[src/rtl/gpio_level_irq.sv]
module gpio_level_irq #(
  parameter int NPIN = 12
) (
  input  logic        clk,
  input  logic        rst_n,
  input  logic [4:0]  bus_addr,
  input  logic        bus_we,
  input  logic [31:0] bus_wdata,
  output logic [31:0] bus_rdata,
  input  logic [11:0] pin_in,
  output logic [11:0] pin_out,
  output logic [11:0] pin_oe,
  output logic        irq
);
  localparam logic [2:0] W_DOUT = 3'd0, W_OE = 3'd1, W_DIN = 3'd2, W_STAT = 3'd3,
                         W_POLLO = 3'd4, W_EN = 3'd5, W_POLHI = 3'd6, W_MUX = 3'd7;
  localparam int LOGRP = 8;

  logic [NPIN-1:0] dout_q, oe_q, en_q, pol_q, stat_q, s1_q, s2_q;
  logic [31:0]     mux_q;
  logic [31:0]     pol_lo_rd, pol_hi_rd;

  wire [2:0]      wsel   = bus_addr[4:2];
  wire            wr     = bus_we;
  wire [NPIN-1:0] active = s2_q ^ pol_q;
  wire [NPIN-1:0] ack    = (wr && wsel == W_STAT) ? bus_wdata[NPIN-1:0] : '0;

  always_ff @(posedge clk or negedge rst_n) begin
    if (!rst_n) begin
      s1_q <= '0;
      s2_q <= '0;
    end else begin
      s1_q <= pin_in;
      s2_q <= s1_q;
    end
  end

  always_ff @(posedge clk or negedge rst_n) begin
    if (!rst_n) begin
      dout_q <= '0;
      oe_q   <= '0;
      en_q   <= '0;
      mux_q  <= '0;
    end else if (wr) begin
      case (wsel)
        W_DOUT:  dout_q <= bus_wdata[NPIN-1:0];
        W_OE:    oe_q   <= bus_wdata[NPIN-1:0];
        W_EN:    en_q   <= bus_wdata[NPIN-1:0];
        W_MUX:   mux_q  <= bus_wdata;
        default: ;
      endcase
    end
  end

  always_ff @(posedge clk or negedge rst_n) begin
    if (!rst_n) begin
      pol_q <= '0;
    end else begin
      for (int i = 0; i < NPIN; i++) begin
        if (wr && ((wsel == W_POLLO && i < LOGRP) || (wsel == W_POLHI && i >= LOGRP)))
          pol_q[i] <= bus_wdata[4*(i%LOGRP)];
      end
    end
  end

  // acknowledge wins for its cycle; a still-active level re-latches on the next edge
  always_ff @(posedge clk or negedge rst_n) begin
    if (!rst_n) stat_q <= '0;
    else        stat_q <= (stat_q | active) & ~ack;
  end

  always_comb begin
    pol_lo_rd = '0;
    pol_hi_rd = '0;
    for (int i = 0; i < NPIN; i++) begin
      if (i < LOGRP) pol_lo_rd[4*(i%LOGRP)] = pol_q[i];
      else           pol_hi_rd[4*(i%LOGRP)] = pol_q[i];
    end
  end

  always_comb begin
    case (wsel)
      W_DOUT:  bus_rdata = 32'(dout_q);
      W_OE:    bus_rdata = 32'(oe_q);
      W_DIN:   bus_rdata = 32'(s2_q);
      W_STAT:  bus_rdata = 32'(stat_q);
      W_POLLO: bus_rdata = pol_lo_rd;
      W_EN:    bus_rdata = 32'(en_q);
      W_POLHI: bus_rdata = pol_hi_rd;
      default: bus_rdata = mux_q;
    endcase
  end

  assign pin_out = dout_q;
  assign pin_oe  = oe_q;
  assign irq     = |(stat_q & en_q);

  assert_oe_load_R2: assert property (@(posedge clk) disable iff (!rst_n)
    (bus_we && bus_addr[4:2] == W_OE) |=> (pin_oe == $past(bus_wdata[11:0])));

  assert_sticky_R6: assert property (@(posedge clk) disable iff (!rst_n)
    !(bus_we && bus_addr[4:2] == W_STAT) |=> ((stat_q & $past(stat_q)) == $past(stat_q)));

  assert_ack_clears_R6: assert property (@(posedge clk) disable iff (!rst_n)
    (bus_we && bus_addr[4:2] == W_STAT) |=> ((stat_q & $past(bus_wdata[NPIN-1:0])) == '0));

  assert_mask_all_R8: assert property (@(posedge clk) disable iff (!rst_n)
    (bus_we && bus_addr[4:2] == W_EN && bus_wdata[11:0] == 12'h000) |=> !irq);

  assert_upper_zero_R2: assert property (@(posedge clk) disable iff (!rst_n)
    (bus_addr[4:2] != W_MUX && bus_addr[4:2] != W_POLLO) |-> (bus_rdata[31:16] == 16'h0));
endmodule

[config.mk]
export PLATFORM = sky130hd
export DESIGN_NAME = gpio_level_irq
export DESIGN_NICKNAME = d
export VERILOG_FILES = /design/src/rtl/gpio_level_irq.sv
export SDC_FILE = /design/constraint.sdc
export NUM_CORES = 1
export LEC_CHECK = 0
export CAP_MARGIN = 20
export CELL_PAD_IN_SITES_DETAIL_PLACEMENT = 0
export CELL_PAD_IN_SITES_GLOBAL_PLACEMENT = 1
export CORE_MARGIN = 8
export CORE_UTILIZATION = 50
export DETAILED_ROUTE_END_ITERATION = 8
export DONT_BUFFER_PORTS = 1
export GPL_ROUTABILITY_DRIVEN = 0
export HOLD_SLACK_MARGIN = 0.1
export PLACE_DENSITY = 0.87
export SYNTH_ARGS = -nofsm -noshare
export SYNTH_HDL_FRONTEND = slang
export SYNTH_SLANG_ARGS = --single-unit
export TNS_END_PERCENT = 10
[constraint.sdc]
create_clock -name clk -period 1.36 [get_ports clk]
set_input_delay 0.136 -clock clk [delete_from_list [all_inputs] [get_ports clk]]
set_output_delay 0.136 -clock clk [all_outputs]
set_load 0.01 [all_outputs]
==> reports/results.tsv <==
stage	metric	value	unit
outcome	status	finished with violations	
outcome	violations	negative hold slack, negative setup slack	
place	dp.cells	530	
clock_tree	cts_root_buf	clkbuf_8	
drt	firstDrtPassIters	4	
cells_and_area	insertedDiodeCount	0	
grt	met2_usage	0.337	
grt	grt.met1_usage	0.235	
worst_setup_path	regToRegEndpoint	mux_q[13]$_DFFE_PN0P_	
drt	wirelength	13000	um
grt	grt_remaining_overflow	0	
grt	grt_pass1_wl	20400	um
grt	track_usage	0.203	
clock_tree	htreeDepth	4	
drt	vias_per_cell	5.55	
worst_setup_path	required	1.22	ns
place	place_area	5340	sq um
worst_hold_path	hold_path.class	in2async	
pwr	p_per_area	1610	nW/um^2
clock_tree	clkTransAtPathRegs	0.06	ns
cells_and_area	fill_cells	737	
cells_and_area	nets	524	
synthesis	async_flop_share	1.00	
clock_tree	clockBufferDepth	2	
sta	finClkSkew	0.00564	ns
worst_setup_path	critical_path_class	reg2out	
cells_and_area	multi_input_area	2120	sq um
clock_tree	worstSkewPairLatency	0.52	ns
synthesis	yosysWarnings	0	
worst_setup_path	cp-end-kind	output pin	
drt	vias	3424	
pwr	peakVddDrop	0.00114	V
sta	fin_ws	-0.505	ns
sta	slew_headroom	0.715	
place	dpl.hpwl	8100	um
sta	slew_violations	0	
worst_setup_path	ff2ff_path_depth	2	
cells_and_area	drive_gt1_frac	0.322	
cells_and_area	postLayoutCellArea	6600	sq um
synthesis	synthDistinctLibCells	34	
worst_setup_path	r2r_slack	0.04	ns
sta	fmax	536	MHz
drt	drt_iter0_markers	282	
sta	setup_viol	14	
worst_setup_path	cp_data_arrival_time	1.73	ns
drt	ant_nets	0	
grt	grt_pass1_vias	3741	
die	rows	36	
sta	finalHoldViolCount	116	
grt	grt.busiest_layer	met2	
synthesis	synthFlopType	dfrtp_1	
cells_and_area	seq_area	2910	sq um
pwr	p_leak	2.85	nW
die	io_pins	109	
grt	grt_max_degree	117	
clock_tree	hold_buffers	50	
die	core_area	9820	sq um
sta	final.setup.tns	-4.69	ns
cells_and_area	fin_cells	617	
worst_setup_path	worstSetupStartpoint	s2_q[8]$_DFF_PN0_	
cells_and_area	area_growth	30.0	%
sta	hold_ws	-0.685	ns
worst_setup_path	critPathLaunchType	flip-flop	
synthesis	synth-seq-cells	116	
die	fp.dieH	117	um
grt	use_met3	0.0781	
synthesis	syn_area_per_cell	12.8	sq um
place	portBuffers	0	
grt	antenna_found_initial	0	
synthesis	syn_area	5070	sq um
worst_setup_path	critPathMaxFanout	2	
die	initial_core_util	0.517	
drt	drc	0	
sta	post-route-min-period	1.86	ns
worst_setup_path	r2r-start	mux_q[13]$_DFFE_PN0P_	
synthesis	ys_seq_area_frac	0.572	
worst_setup_path	endpoint	bus_rdata[8]	
die	dieArea	13600	sq um
clock_tree	numCtsBuffers	17	
sta	final.period_utilization	1.37	
synthesis	synth_edf_count	0	
sta	worstMarginPinSlew	0.427	ns
sta	rsz0062_at_grt	yes	
clock_tree	clock-sinks	116	
synthesis	postSynthCellCount	395	
drt	wl_per_cell	21.0	um
synthesis	synth_fp_nets	447	
run	max-cap-violations	0	
clock_tree	cts_tree	yes	
die	die_w	117	um
==> report_power, final <==
part	leakage [nW]	internal (mW)	switching, mW
Combinational	1.19	0.901	0.583
Clock	0.307	3.09	1.51
Sequential	1.35	4.04	0.490
==> worst min path at each step <==
stage | start | slack [ns] | endpoint | cells after the start
2_1_floorplan | rst_n | -0.16 | en_q[0]$_DFFE_PN0P_ | 0
3_3_place_gp | rst_n | -0.15 | s2_q[1]$_DFF_PN0_ | 0
3_5_place_dp | rst_n | -0.15 | s1_q[1]$_DFF_PN0_ | 0
4_1_cts | rst_n | -0.71 | mux_q[11]$_DFFE_PN0P_ | 0
5_1_grt | rst_n | -0.72 | en_q[11]$_DFFE_PN0P_ | 0
6_report | rst_n | -0.69 | en_q[11]$_DFFE_PN0P_ | 0
==> placed cells by master (no fill, tap or decap), types with 3 or more instances in the layout <==
master         instances
inv_1                  3
clkbuf_16             16
o21ai_0               10
nand2b_1               6
clkinv_2               5
a22oi_2                4
and2_1                16
o22ai_2                3
dlygate4sd3_1         48
bufinv_16              4
inv_2                  3
a22o_1                 3
xor2_1                12
dfrtp_1              113
buf_12                 3
buf_4                 27
nand2_1               16
mux2_2                65
a221oi_1               4
nor2_1                24
a31oi_1                3
dfrtp_2                3
mux2_1                20
mux4_2                 4
nor2b_2                4
mux2i_1                8
clkbuf_8               4
a21oi_1               24
==> kinds of logic after synthesis <==
| family | share of synthesized area |
|---|---|
| flops | 0.572 |
| mux | 0.227 |
| xor+xnor | 0.0207 |
| buf+inv | 0.0271 |
| compound gates | 0.0738 |
| simple gates | 0.0794 |
==> state kept, by name, summed over array words and instances (netlist names) <==
name,cells
mux_q,32
pin_out,12
s1_q,12
pol_q,12
pin_oe,12
en_q,12
stat_q,12
s2_q,12
==> layout make-up <==
class	count	share of cell area
Sequential cell	116	0.441
Multi-Input combinational cell	251	0.321
Timing Repair Buffer	80	0.116
Clock buffer	21	0.0696
Tap cell	133	0.0252
Clock inverter	10	0.0233
Inverter	6	0.00341
==> worst max-delay path, cell delays in order, from the launching register on <==
cell and delay [ns]:
dfrtp_1 0.39, mux2_4 0.27, and3_4 0.15, o32a_1 0.40
==> synth_stat cells, types with 2 or more instances <==
cell,instances,area (sq um)
dfrtp_1,116,2900
nor2b_1,5,31.3
inv_1,6,22.5
nand3_1,2,10.0
a221oi_1,4,35.0
a21oi_1,24,120
o22ai_1,4,25.0
a22o_1,3,26.3
and2_1,16,100
buf_4,4,30.0
mux4_2,4,90.1
nand2b_1,6,37.5
clkbuf_1,4,15.0
buf_2,14,70.1
mux2_1,20,225
xor2_1,12,105
o22a_1,2,17.5
a22oi_1,5,37.5
nor2_1,25,93.8
and3_1,3,18.8
a31oi_1,3,18.8
o21ai_0,12,60.1
mux2_2,67,754
a211oi_1,2,15.0
mux2i_1,8,80.1
nand2_1,16,60.1
==> repair_timing <==
action	in CTS	in global routing
gates cloned	0	0
buffers inserted	4	2
endpoints found under the setup margin	18	19
hold endpoints to repair	220	116
pin swaps	4	6
gates resized for setup	19	10
==> per-layer routing <==
metal,wire length [um],vias up
li1,-,1551
met1,5350,1754
met2,6610,101
met3,810,18
met4,212,0
met5,0,-
==> per-stage QoR <==
stage	setup WS (ns)	utilization	hold WS [ns]	total power [mW]
finish	-0.505	0.672	-0.685	10.6
global route	-0.549	0.672	-0.716	11.0
CTS	-0.469	0.667	-0.711	10.7
detailed placement	0.0372	0.544	-0.153	5.81
global placement	0.0397	0.544	-0.153	5.72
floorplan	0.0286	-	-0.160	5.41
(Power assumes the default switching activity.)
